`src/rtl/can_irq_pkg.sv`:
```
package can_irq_pkg;
  localparam int DW = 32;
  localparam logic [5:0] ADR_EN    = 6'd0;
  localparam logic [5:0] ADR_DIR   = 6'd1;
  localparam logic [5:0] ADR_MASK  = 6'd2;
  localparam logic [5:0] ADR_LSEL  = 6'd3;
  localparam logic [5:0] ADR_PEND  = 6'd4;
  localparam logic [5:0] ADR_OVW   = 6'd5;
  localparam logic [5:0] ADR_CTRL  = 6'd6;
  localparam logic [5:0] ADR_FLAG0 = 6'd7;
  localparam logic [5:0] ADR_FLAG1 = 6'd8;
  localparam int FLAG_ANY_BIT = 8;
  localparam int FLAG_GLB_BIT = 9;
endpackage

```
`src/rtl/can_rx_pend_bank.sv`:
```
module can_rx_pend_bank #(
  parameter int NMB = 32
) (
  input  logic           clk,
  input  logic           rst,
  input  logic [NMB-1:0] rx,
  input  logic [NMB-1:0] act,
  input  logic [NMB-1:0] clr_pend,
  input  logic [NMB-1:0] clr_ovw,
  output logic [NMB-1:0] pend,
  output logic [NMB-1:0] ovw
);
  logic [NMB-1:0] rx_act;
  logic [NMB-1:0] take;
  logic [NMB-1:0] lost;

  assign rx_act = rx & act;
  // a clear in the same cycle frees the slot, so the new receive is taken
  assign take   = rx_act & (~pend | clr_pend);
  assign lost   = rx_act & pend & ~clr_pend;

  always_ff @(posedge clk) begin
    if (rst) begin
      pend <= '0;
      ovw  <= '0;
    end else begin
      pend <= (pend & ~clr_pend) | take;
      ovw  <= (ovw & ~clr_ovw) | lost;
    end
  end


  pend_spur_chk: assert property (@(posedge clk) disable iff (rst)
    (pend & ~$past(pend) & ~$past(rx_act)) == '0);


  pend_clr_chk: assert property (@(posedge clk) disable iff (rst)
    (pend & $past(clr_pend) & ~$past(rx_act)) == '0);


  ovw_hold_chk: assert property (@(posedge clk) disable iff (rst)
    ($past(ovw) & ~$past(clr_ovw) & ~ovw) == '0);


  ovw_src_chk: assert property (@(posedge clk) disable iff (rst)
    (ovw & ~$past(ovw) & ~$past(pend)) == '0);
endmodule

```
`src/rtl/can_prio_enc.sv`:
```
module can_prio_enc #(
  parameter int NMB = 32,
  parameter int IW  = $clog2(NMB)
) (
  input  logic [NMB-1:0] req,
  output logic [IW-1:0]  idx,
  output logic           any
);
  always_comb begin
    idx = '0;
    any = 1'b0;
    for (int i = 0; i < NMB; i++) begin
      if (req[i]) begin
        idx = IW'(i);
        any = 1'b1;
      end
    end
  end


  always_comb begin
    if (any) begin
      enc_top_chk: assert ((req >> idx) == NMB'(1));
    end
  end
endmodule

```
`src/rtl/can_irq_line.sv`:
```
module can_irq_line #(
  parameter int NMB = 32,
  parameter int IW  = $clog2(NMB)
) (
  input  logic           clk,
  input  logic           rst,
  input  logic [NMB-1:0] req,
  input  logic           line_en,
  input  logic           glb_sel,
  input  logic           glb_flag,
  output logic           irq,
  output logic [IW-1:0]  vec_q,
  output logic           any_q,
  output logic           glb_q
);
  logic [IW-1:0] vec;
  logic          any;

  can_prio_enc #(.NMB(NMB), .IW(IW)) u_enc (
    .req (req),
    .idx (vec),
    .any (any)
  );

  always_ff @(posedge clk) begin
    if (rst) begin
      irq   <= 1'b0;
      vec_q <= '0;
      any_q <= 1'b0;
      glb_q <= 1'b0;
    end else begin
      irq   <= line_en & (any | (glb_sel & glb_flag));
      vec_q <= vec;
      any_q <= any;
      glb_q <= glb_sel & glb_flag;
    end
  end


  line_off_chk: assert property (@(posedge clk) disable iff (rst)
    !line_en |=> !irq);


  line_hold_chk: assert property (@(posedge clk) disable iff (rst)
    (line_en && (req != '0)) |=> irq);


  vec_zero_chk: assert property (@(posedge clk) disable iff (rst)
    !any_q |-> (vec_q == '0));
endmodule

```
`src/rtl/can_id_ram.sv`:
```
module can_id_ram #(
  parameter int DEPTH = 32,
  parameter int IDW   = 29,
  parameter int AW    = $clog2(DEPTH)
) (
  input  logic           clk,
  input  logic           we,
  input  logic [AW-1:0]  waddr,
  input  logic [IDW-1:0] wdata,
  input  logic [AW-1:0]  raddr,
  output logic [IDW-1:0] rdata
);
  logic [IDW-1:0] mem [DEPTH];

  always_ff @(posedge clk) begin
    if (we) mem[waddr] <= wdata;
    rdata <= mem[raddr];
  end
endmodule

```
`src/rtl/can_rx_irq_ctrl.sv`:
```
module can_rx_irq_ctrl #(
  parameter int NMB = 32,
  parameter int IDW = 29,
  parameter int AW  = $clog2(NMB) + 1
) (
  input  logic           clk,
  input  logic           rst,
  input  logic [NMB-1:0] rx_done,
  input  logic           reg_we,
  input  logic [AW-1:0]  reg_addr,
  input  logic [31:0]    reg_wdata,
  output logic [31:0]    reg_rdata,
  output logic           irq_line0,
  output logic           irq_line1
);
  import can_irq_pkg::*;

  localparam int IW = $clog2(NMB);

  logic [NMB-1:0] mb_en, mb_dir, mb_mask, mb_lsel;
  logic [2:0]     ctrl;
  logic [NMB-1:0] pend, ovw, act;
  logic [NMB-1:0] clr_pend, clr_ovw;
  logic           glb_flag;
  logic [1:0]     irq;
  logic [IW-1:0]  vec_q [2];
  logic [1:0]     any_q, glb_q;
  logic [DW-1:0]  flag_w [2];
  logic [DW-1:0]  csr_q;
  logic [IDW-1:0] id_q;
  logic           sel_id_q;
  logic           id_region;
  logic           id_we;

  assign id_region = reg_addr[AW-1];
  assign act       = mb_en & mb_dir;
  assign clr_pend  = (reg_we && reg_addr == ADR_PEND[AW-1:0]) ? reg_wdata[NMB-1:0] : '0;
  assign clr_ovw   = (reg_we && reg_addr == ADR_OVW[AW-1:0])  ? reg_wdata[NMB-1:0] : '0;
  assign glb_flag  = |ovw;
  assign id_we     = reg_we & id_region & ~mb_en[reg_addr[IW-1:0]];

  always_ff @(posedge clk) begin
    if (rst) begin
      mb_en   <= '0;
      mb_dir  <= '0;
      mb_mask <= '0;
      mb_lsel <= '0;
      ctrl    <= '0;
    end else if (reg_we && !id_region) begin
      case (reg_addr)
        ADR_EN[AW-1:0]:   mb_en   <= reg_wdata[NMB-1:0];
        ADR_DIR[AW-1:0]:  mb_dir  <= reg_wdata[NMB-1:0];
        ADR_MASK[AW-1:0]: mb_mask <= reg_wdata[NMB-1:0];
        ADR_LSEL[AW-1:0]: mb_lsel <= reg_wdata[NMB-1:0];
        ADR_CTRL[AW-1:0]: ctrl    <= reg_wdata[2:0];
        default: ;
      endcase
    end
  end

  can_rx_pend_bank #(.NMB(NMB)) u_pend (
    .clk      (clk),
    .rst      (rst),
    .rx       (rx_done),
    .act      (act),
    .clr_pend (clr_pend),
    .clr_ovw  (clr_ovw),
    .pend     (pend),
    .ovw      (ovw)
  );

  for (genvar l = 0; l < 2; l++) begin : g_line
    logic [NMB-1:0] route;
    logic [NMB-1:0] req;
    assign route = (l == 1) ? mb_lsel : ~mb_lsel;
    assign req   = pend & mb_mask & act & route;

    can_irq_line #(.NMB(NMB), .IW(IW)) u_line (
      .clk      (clk),
      .rst      (rst),
      .req      (req),
      .line_en  (ctrl[l]),
      .glb_sel  ((l == 1) ? ctrl[2] : ~ctrl[2]),
      .glb_flag (glb_flag),
      .irq      (irq[l]),
      .vec_q    (vec_q[l]),
      .any_q    (any_q[l]),
      .glb_q    (glb_q[l])
    );

    always_comb begin
      flag_w[l]               = '0;
      flag_w[l][IW-1:0]       = vec_q[l];
      flag_w[l][FLAG_ANY_BIT] = any_q[l];
      flag_w[l][FLAG_GLB_BIT] = glb_q[l];
    end
  end

  assign irq_line0 = irq[0];
  assign irq_line1 = irq[1];

  can_id_ram #(.DEPTH(NMB), .IDW(IDW), .AW(IW)) u_ids (
    .clk   (clk),
    .we    (id_we),
    .waddr (reg_addr[IW-1:0]),
    .wdata (reg_wdata[IDW-1:0]),
    .raddr (reg_addr[IW-1:0]),
    .rdata (id_q)
  );

  always_ff @(posedge clk) begin
    if (rst) begin
      csr_q    <= '0;
      sel_id_q <= 1'b0;
    end else begin
      sel_id_q <= id_region;
      case (reg_addr)
        ADR_EN[AW-1:0]:    csr_q <= DW'(mb_en);
        ADR_DIR[AW-1:0]:   csr_q <= DW'(mb_dir);
        ADR_MASK[AW-1:0]:  csr_q <= DW'(mb_mask);
        ADR_LSEL[AW-1:0]:  csr_q <= DW'(mb_lsel);
        ADR_PEND[AW-1:0]:  csr_q <= DW'(pend);
        ADR_OVW[AW-1:0]:   csr_q <= DW'(ovw);
        ADR_CTRL[AW-1:0]:  csr_q <= DW'(ctrl);
        ADR_FLAG0[AW-1:0]: csr_q <= flag_w[0];
        ADR_FLAG1[AW-1:0]: csr_q <= flag_w[1];
        default:           csr_q <= '0;
      endcase
    end
  end

  assign reg_rdata = sel_id_q ? DW'(id_q) : csr_q;


  inactive_rx_chk: assert property (@(posedge clk) disable iff (rst)
    (pend & ~$past(pend) & ~$past(act)) == '0);


  glb_route_chk: assert property (@(posedge clk) disable iff (rst)
    !(glb_q[0] && glb_q[1]));
endmodule

```
`config.mk`:
```
export PLATFORM = sky130hd
export DESIGN_NAME = can_rx_irq_ctrl
export DESIGN_NICKNAME = d
export VERILOG_FILES = /design/src/rtl/can_irq_pkg.sv /design/src/rtl/can_rx_pend_bank.sv /design/src/rtl/can_prio_enc.sv /design/src/rtl/can_irq_line.sv /design/src/rtl/can_id_ram.sv /design/src/rtl/can_rx_irq_ctrl.sv
export SDC_FILE = /design/constraint.sdc
export NUM_CORES = 2
export LEC_CHECK = 0
export BUFFER_PORTS_ARGS = -buffer_cell sky130_fd_sc_hd__buf_2
export CAP_MARGIN = 20
export CORE_MARGIN = 10
export CORE_UTILIZATION = 55
export DETAILED_ROUTE_END_ITERATION = 6
export PLACE_DENSITY = 0.71
export SKIP_LAST_GASP = 1
export SLEW_MARGIN = 20
export SYNTH_ARGS = -nofsm -noshare
export SYNTH_HDL_FRONTEND = slang
export SYNTH_SLANG_ARGS = --single-unit
```
`constraint.sdc`:
```
create_clock -name clk -period 8.5 [get_ports clk]
set_input_delay 2.125 -clock clk [delete_from_list [all_inputs] [get_ports clk]]
set_output_delay 2.125 -clock clk [all_outputs]
set_load 0.03 [all_outputs]
```
# Word-level counts from Yosys, hierarchy flattened
# Memories as Yosys holds them, arrays and structs flattened. A register that Yosys moved wholly into a read port is not among the register bits.
# Cells that the tools add are included.
[word_totals]
ramBits = 928
reg_bits = 244
mem_count = 1
output_inout_bits = 34
input_bits = 73
[op_classes]
muxes = 134
reduce_logical = 11
magnitude_cmp = 1
n_eq_ne = 8
bitwise_logic = 28
[mem_list]
columns = ["name", "depth", "width", "read_ports", "rd_clocked_by_memory_dff", "wr", "line_no", "rtl"]
rows = [
  ["u_ids.mem", 32, 29, 1, 1, 1, "can_id_ram.sv:13", "logic [IDW-1:0] mem [DEPTH];"],
]
[ops]
columns = ["op", "count"]
rows = [
  ["$and 32x32->32", 11],
  ["$mux 5", 60],
  ["$pmux 32 s9", 1],
  ["$not 32->32", 4],
  ["$mux 32", 3],
  ["$or 32x32->32", 3],
  ["$mux 1", 69],
  ["$reduce_or 32->1", 1],
  ["$eq 6x3->1 const B", 4],
  ["$eq 6x2->1 const B", 2],
  ["$reduce_and 2->1", 5],
  ["$and 1x1->1", 6],
  ["$eq 6x1->1 const B", 1],
  ["$eq 6x4->1 const B", 1],
  ["$logic_not 6->1", 1],
  ["$lt 5x6->1 const B", 1],
  ["$bmux 1 s5", 1],
  ["$logic_and 1x1->1", 3],
  ["$not 1->1", 2],
  ["$or 1x1->1", 2],
  ["$logic_not 1->1", 1],
]

# Depth between registers and ports, before layout
[depth]
word_depth = 37
mapped_depth = 11
depth_no_buf = 6

# Cells and area by module
# From an unflattened synthesis, not the netlist that was laid out.
[unflattened]
hier_cells = 3593
hier_area_um2 = 49198.4
[by_module_without_submodules]
columns = ["module", "area_per_inst_um2", "seq_area_each_um2", "n_inst", "cells_each"]
rows = [
  ["can_id_ram", 36870.4, 28447.3, 1, 2054],
  ["can_rx_irq_ctrl", 8408.1, 3283.1, 1, 1116],
  ["can_rx_pend_bank", 2758.9, 1281.2, 1, 263],
  ["can_prio_enc", 357.8, 0.0, 2, 62],
  ["can_irq_line", 222.7, 160.2, 2, 18],
]

# Least setup slack after synthesis
# OpenSTA, ideal clock, no wires.
[synth_path]
path_type = "input to register"
start = "input reg_addr[1]"
end = "memory u_ids.mem[3][0], enable pin"
setup_ps = 488
cell_stages = 6
path_slack_ps = 1679
t_arrival_ps = 6333
cell_sequence = "buf_2 > clkbuf_1 > buf_2 > buf_1 > nand4_1 > nor4_1"
[synth_between]
elab_chain_len = 6
[synth_rtl]
columns = ["element", "line_no", "rtl"]
rows = [
  ["start: declaration", "can_rx_irq_ctrl.sv:10", "input logic [AW-1:0] reg_addr,"],
  ["$bmux 1 s5", "can_rx_irq_ctrl.sv:40", "assign id_we = reg_we & id_region & ~mb_en[reg_addr[IW-1:0]];"],
  ["$mux 1 (implied by the code)", "can_rx_irq_ctrl.sv:40", ""],
  ["$not 1->1", "can_rx_irq_ctrl.sv:40", ""],
  ["$and 1x1->1", "can_rx_irq_ctrl.sv:40", ""],
  ["$mux 1", "can_id_ram.sv:16", "if (we) mem[waddr] <= wdata;"],
  ["$mux 1 (implied by the code)", "can_id_ram.sv:16", ""],
  ["end: declaration", "can_id_ram.sv:13", ""],
]
# Several ways; a longest one is shown, not always the timed one. The select of a mux whose other input is x is not followed.

# Final worst setup path
[layout_path]
start = "input reg_addr[0]"
end = "memory u_ids.mem[2][27], enable pin"
# Same word-level chain as after synthesis.

==> summary.txt <==
Logic synthesis
  – Yosys top cell by area: edfxtp_1
  – Post-synthesis sequential area ratio: 70.1%
  – Top-count cell post-synth: edfxtp_1
  – Synth unique cells: 64
  – Synthesized net count: 2888
  – Flops & latches, synth: 1201
  – EDFF count, synth: 928
  – Top_reg_cell synth: edfxtp_1
  – Top post-synthesis cells by area: edfxtp_1 (59%), mux4_2 (14%), dfxtp_1 (11%), nand2_1 (2.5%), a22oi_1 (1.6%)
  – Synth top cells by count: edfxtp_1 (928), nand2_1 (316), mux4_2 (300), dfxtp_1 (273), a21oi_1 (142)
  – Synth top area share: between 50% and 60%
  – Syn_area_per_cell: approximately 17 um2
  – Synth Cell Area: 47600 um2
  – Ys async rst share: 0%
  – Warnings, synthesis: 0
  – Mapped Cells: 2815

Critical path
  – CP Capture Type: flop
  – CP Launch Type: primary input
  – CP top delay family: simple AND/OR/NAND/NOR gates
  – Most used cell, CP: mux4_2
  – Arrival time worst endpoint: approximately 5.4 ns
  – RR Endpoint: u_ids.mem[2][27]$_DFFE_PP_
  – Buf/Inv on CP: 1
  – Critical path type: in -> reg
  – R2R Setup Slk: approximately 5.0 ns
  – CP Cell Sequence: buf_8 -> mux4_2 -> mux4_2 -> or2_1 -> or4_4 -> nor2_4
  – Reg2Reg Depth: 5
  – WP depth: 6
  – Critical-path maximum fanout: just under 60
  – CP Data Required Time: 8.80 ns
  – Origin of the critical flop-to-flop path: mb_en[7]$_SDFFE_PP0P_
  – Slowest-stage cell, CP: nor2_4
  – CP peak stage delay: about 0.9 ns

Timing
  – Slew HR: 23.6%
  – Final-report hold violation count: 0
  – Final setup skew: 0.0477 ns
  – Final WS setup: 3.39 ns
  – Tmin final: 5.11 ns
  – Setup TNS: 0 ns
  – Maximum clock frequency: 196 MHz
  – Slew Limit Fails: 0
  – Final setup fails: 0
  – Fin crit share: 60.1%
  – Worst-Margin Slew: between 1 and 1.5 ns
  – RSZ-0062 raised after global routing: no
  – Final hold slack: roughly 0.47 ns

Route
  – Via density per instance: 6.78
  – Antenna Nets Post-Route: 0
  – Routed WL: 129000 um
  – Via count: 28300
  – WL/cell: 30.8 um
  – Drt first pass iters: 6
  – Initial drt markers: 4212
  – Residual DRC: 0

Cells and area
  – Core Util, Final: 62.5%
  – Final instance area: 53400 um2
  – Fraction of layout cells with a size suffix above 1: 26.0%
  – Area Growth Syn to Fin: 12.3%
  – FILL cells: 6082
  – Diode count: 0
  – Final std cells w/o fill: 4177
  – Nets@finish: 3003

Pwr
  – Worst vdd ir: between 0.00015 and 0.0002 V
  – Lkg Pwr: 16.6 nW
  – Power density over cell area: 224 nW/um2
  – Final Power: 12.0 mW

Placed design
  – Pre-CTS setup slack: 2.59 ns
  – Placed Area: 49500 um2
  – Post-Place Cells: just under 4000
  – # port buffers: 106
  – Final GP Congestion: 0.953
  – DP HPWL: roughly 75000 um

Die
  – # rows: 107
  – I/O Pins: 107
  – Die W: 314 um
  – Starting Density: between 50% and 60%
  – Core Region: 85400 um2
  – Die area: 98600 um2
  – Die Y: 314 um

Min path
  – Hold Path Class: reg -> reg
  – Cell depth of the worst hold path: 2
  – Hold path start: mb_mask[0]$_SDFFE_PP0P_
  – Hold Path Sink: mb_mask[0]$_SDFFE_PP0P_

Run
  – Max-Cap Viols: 0

Clocking
  – Post-CTS Hold Buffers: 0
  – Clk Latency, worst-skew pair: ~0.70 ns
  – Post-CTS Setup Inserts: 0
  – Clk root buf: clkbuf_16
  – # clock sinks: roughly 1200
  – CTS clock-pin slew for the worst setup and hold paths: roughly 0.06 ns
  – CTS Buffer Depth: 3
  – Clock buffer count from CTS: 115
  – CTS tree: built
  – Resized cells post-CTS: 0
  – H-tree depth: 3

GRT
  – GRT overflow: 0
  – Total GRT Usage: 26.0%
  – Vias in the first global route: ~28000
  – Initial antenna violation count: 3
  – Largest net degree at the start of global routing: 113
  – First-pass GRT wire length: 190000 um

Status
  – Outcome: finished, final reports clean
## layout make-up
class                           instances  area, um2  share of cell area, %
Clock buffer                          148       3180                   5.95
Clock inverter                         72        593                   1.11
Inverter                               27        101                  0.190
Multi-Input combinational cell       1421      13700                   25.6
Sequential cell                      1201      33300                   62.4
Tap cell                             1144       1430                   2.68
Timing Repair Buffer                  164       1070                   2.00
## state kept, by name, summed over array words and instances, names as in the netlist
signal,flops
u_pend.ovw,32
g_line.u_line.any_q,2
mb_dir,32
sel_id_q,1
g_line.u_line.glb_q,2
u_ids.rdata,29
csr_q,32
u_ids.mem,928
g_line.route,32
ctrl,3
mb_en,32
mb_mask,32
g_line.u_line.vec_q,10
g_line.u_line.irq,2
u_pend.pend,32
## power by group
| part | internal, mW | switching (mW) | total [mW] |
|---|---|---|---|
| sequential | 6.37 | 0.0427 | 6.41 |
| combinational | 0.208 | 0.322 | 0.529 |
| clock | 2.83 | 2.20 | 5.04 |
| total | 9.41 | 2.57 | 12.0 |
## tightest hold or removal path, delay by kind of cell, from the launching register on
family | cells | cell delay [ns]
and+or+nand+nor | 1 | 0.06
AOI/OAI and AO/OA | 1 | 0.05
DFF | 1 | 0.32
## layout by cell type, fill, tap and decap left out, types with 35 or more instances in the layout
cell type | synthesis | layout
edfxtp_1 | 928 | 928
nand2_1 | 316 | 314
mux4_2 | 300 | 300
dfxtp_1 | 273 | 272
a21oi_1 | 142 | 142
clkbuf_16 | 0 | 119
a22oi_1 | 102 | 102
buf_2 | 44 | 101
nor2_1 | 131 | 97
mux2_2 | 58 | 58
buf_4 | 1 | 56
and4_1 | 47 | 47
a221oi_1 | 35 | 35
## how the worst max path moves through the flow
stage | endpoint | start
floorplan | u_ids.mem[3][0]$_DFFE_PP_ | reg_addr[1]
global placement | u_ids.mem[16][12]$_DFFE_PP_ | reg_addr[0]
detailed placement | u_ids.mem[16][12]$_DFFE_PP_ | reg_addr[0]
CTS | u_ids.mem[18][11]$_DFFE_PP_ | reg_addr[0]
global route | u_ids.rdata[6]$_DFF_P_ | reg_addr[0]
finish | u_ids.mem[2][27]$_DFFE_PP_ | reg_addr[0]
## kinds of logic after synthesis
kind of cell           after synthesis  share of synthesized area (%)
DFF                               1201                           70.1
and+or+nand+nor                    607                           5.94
AOI/OAI and AO/OA                  456                           6.72
muxes                              358                           15.6
buffers and inverters              193                           1.66
## layer usage
| metal | routed length [um] | up-vias | track usage (%) |
|---|---|---|---|
| met2 | 61500 | 1766 | 41.2 |
| met3 | 12900 | 280 | 4.40 |
| li1 | - | 11600 | - |
| met4 | 4360 | 0 | 9.17 |
| met1 | 49900 | 14700 | 36.2 |
| met5 | 0 | - | 0 |
Note: power is estimated with default switching activity, not from simulation.
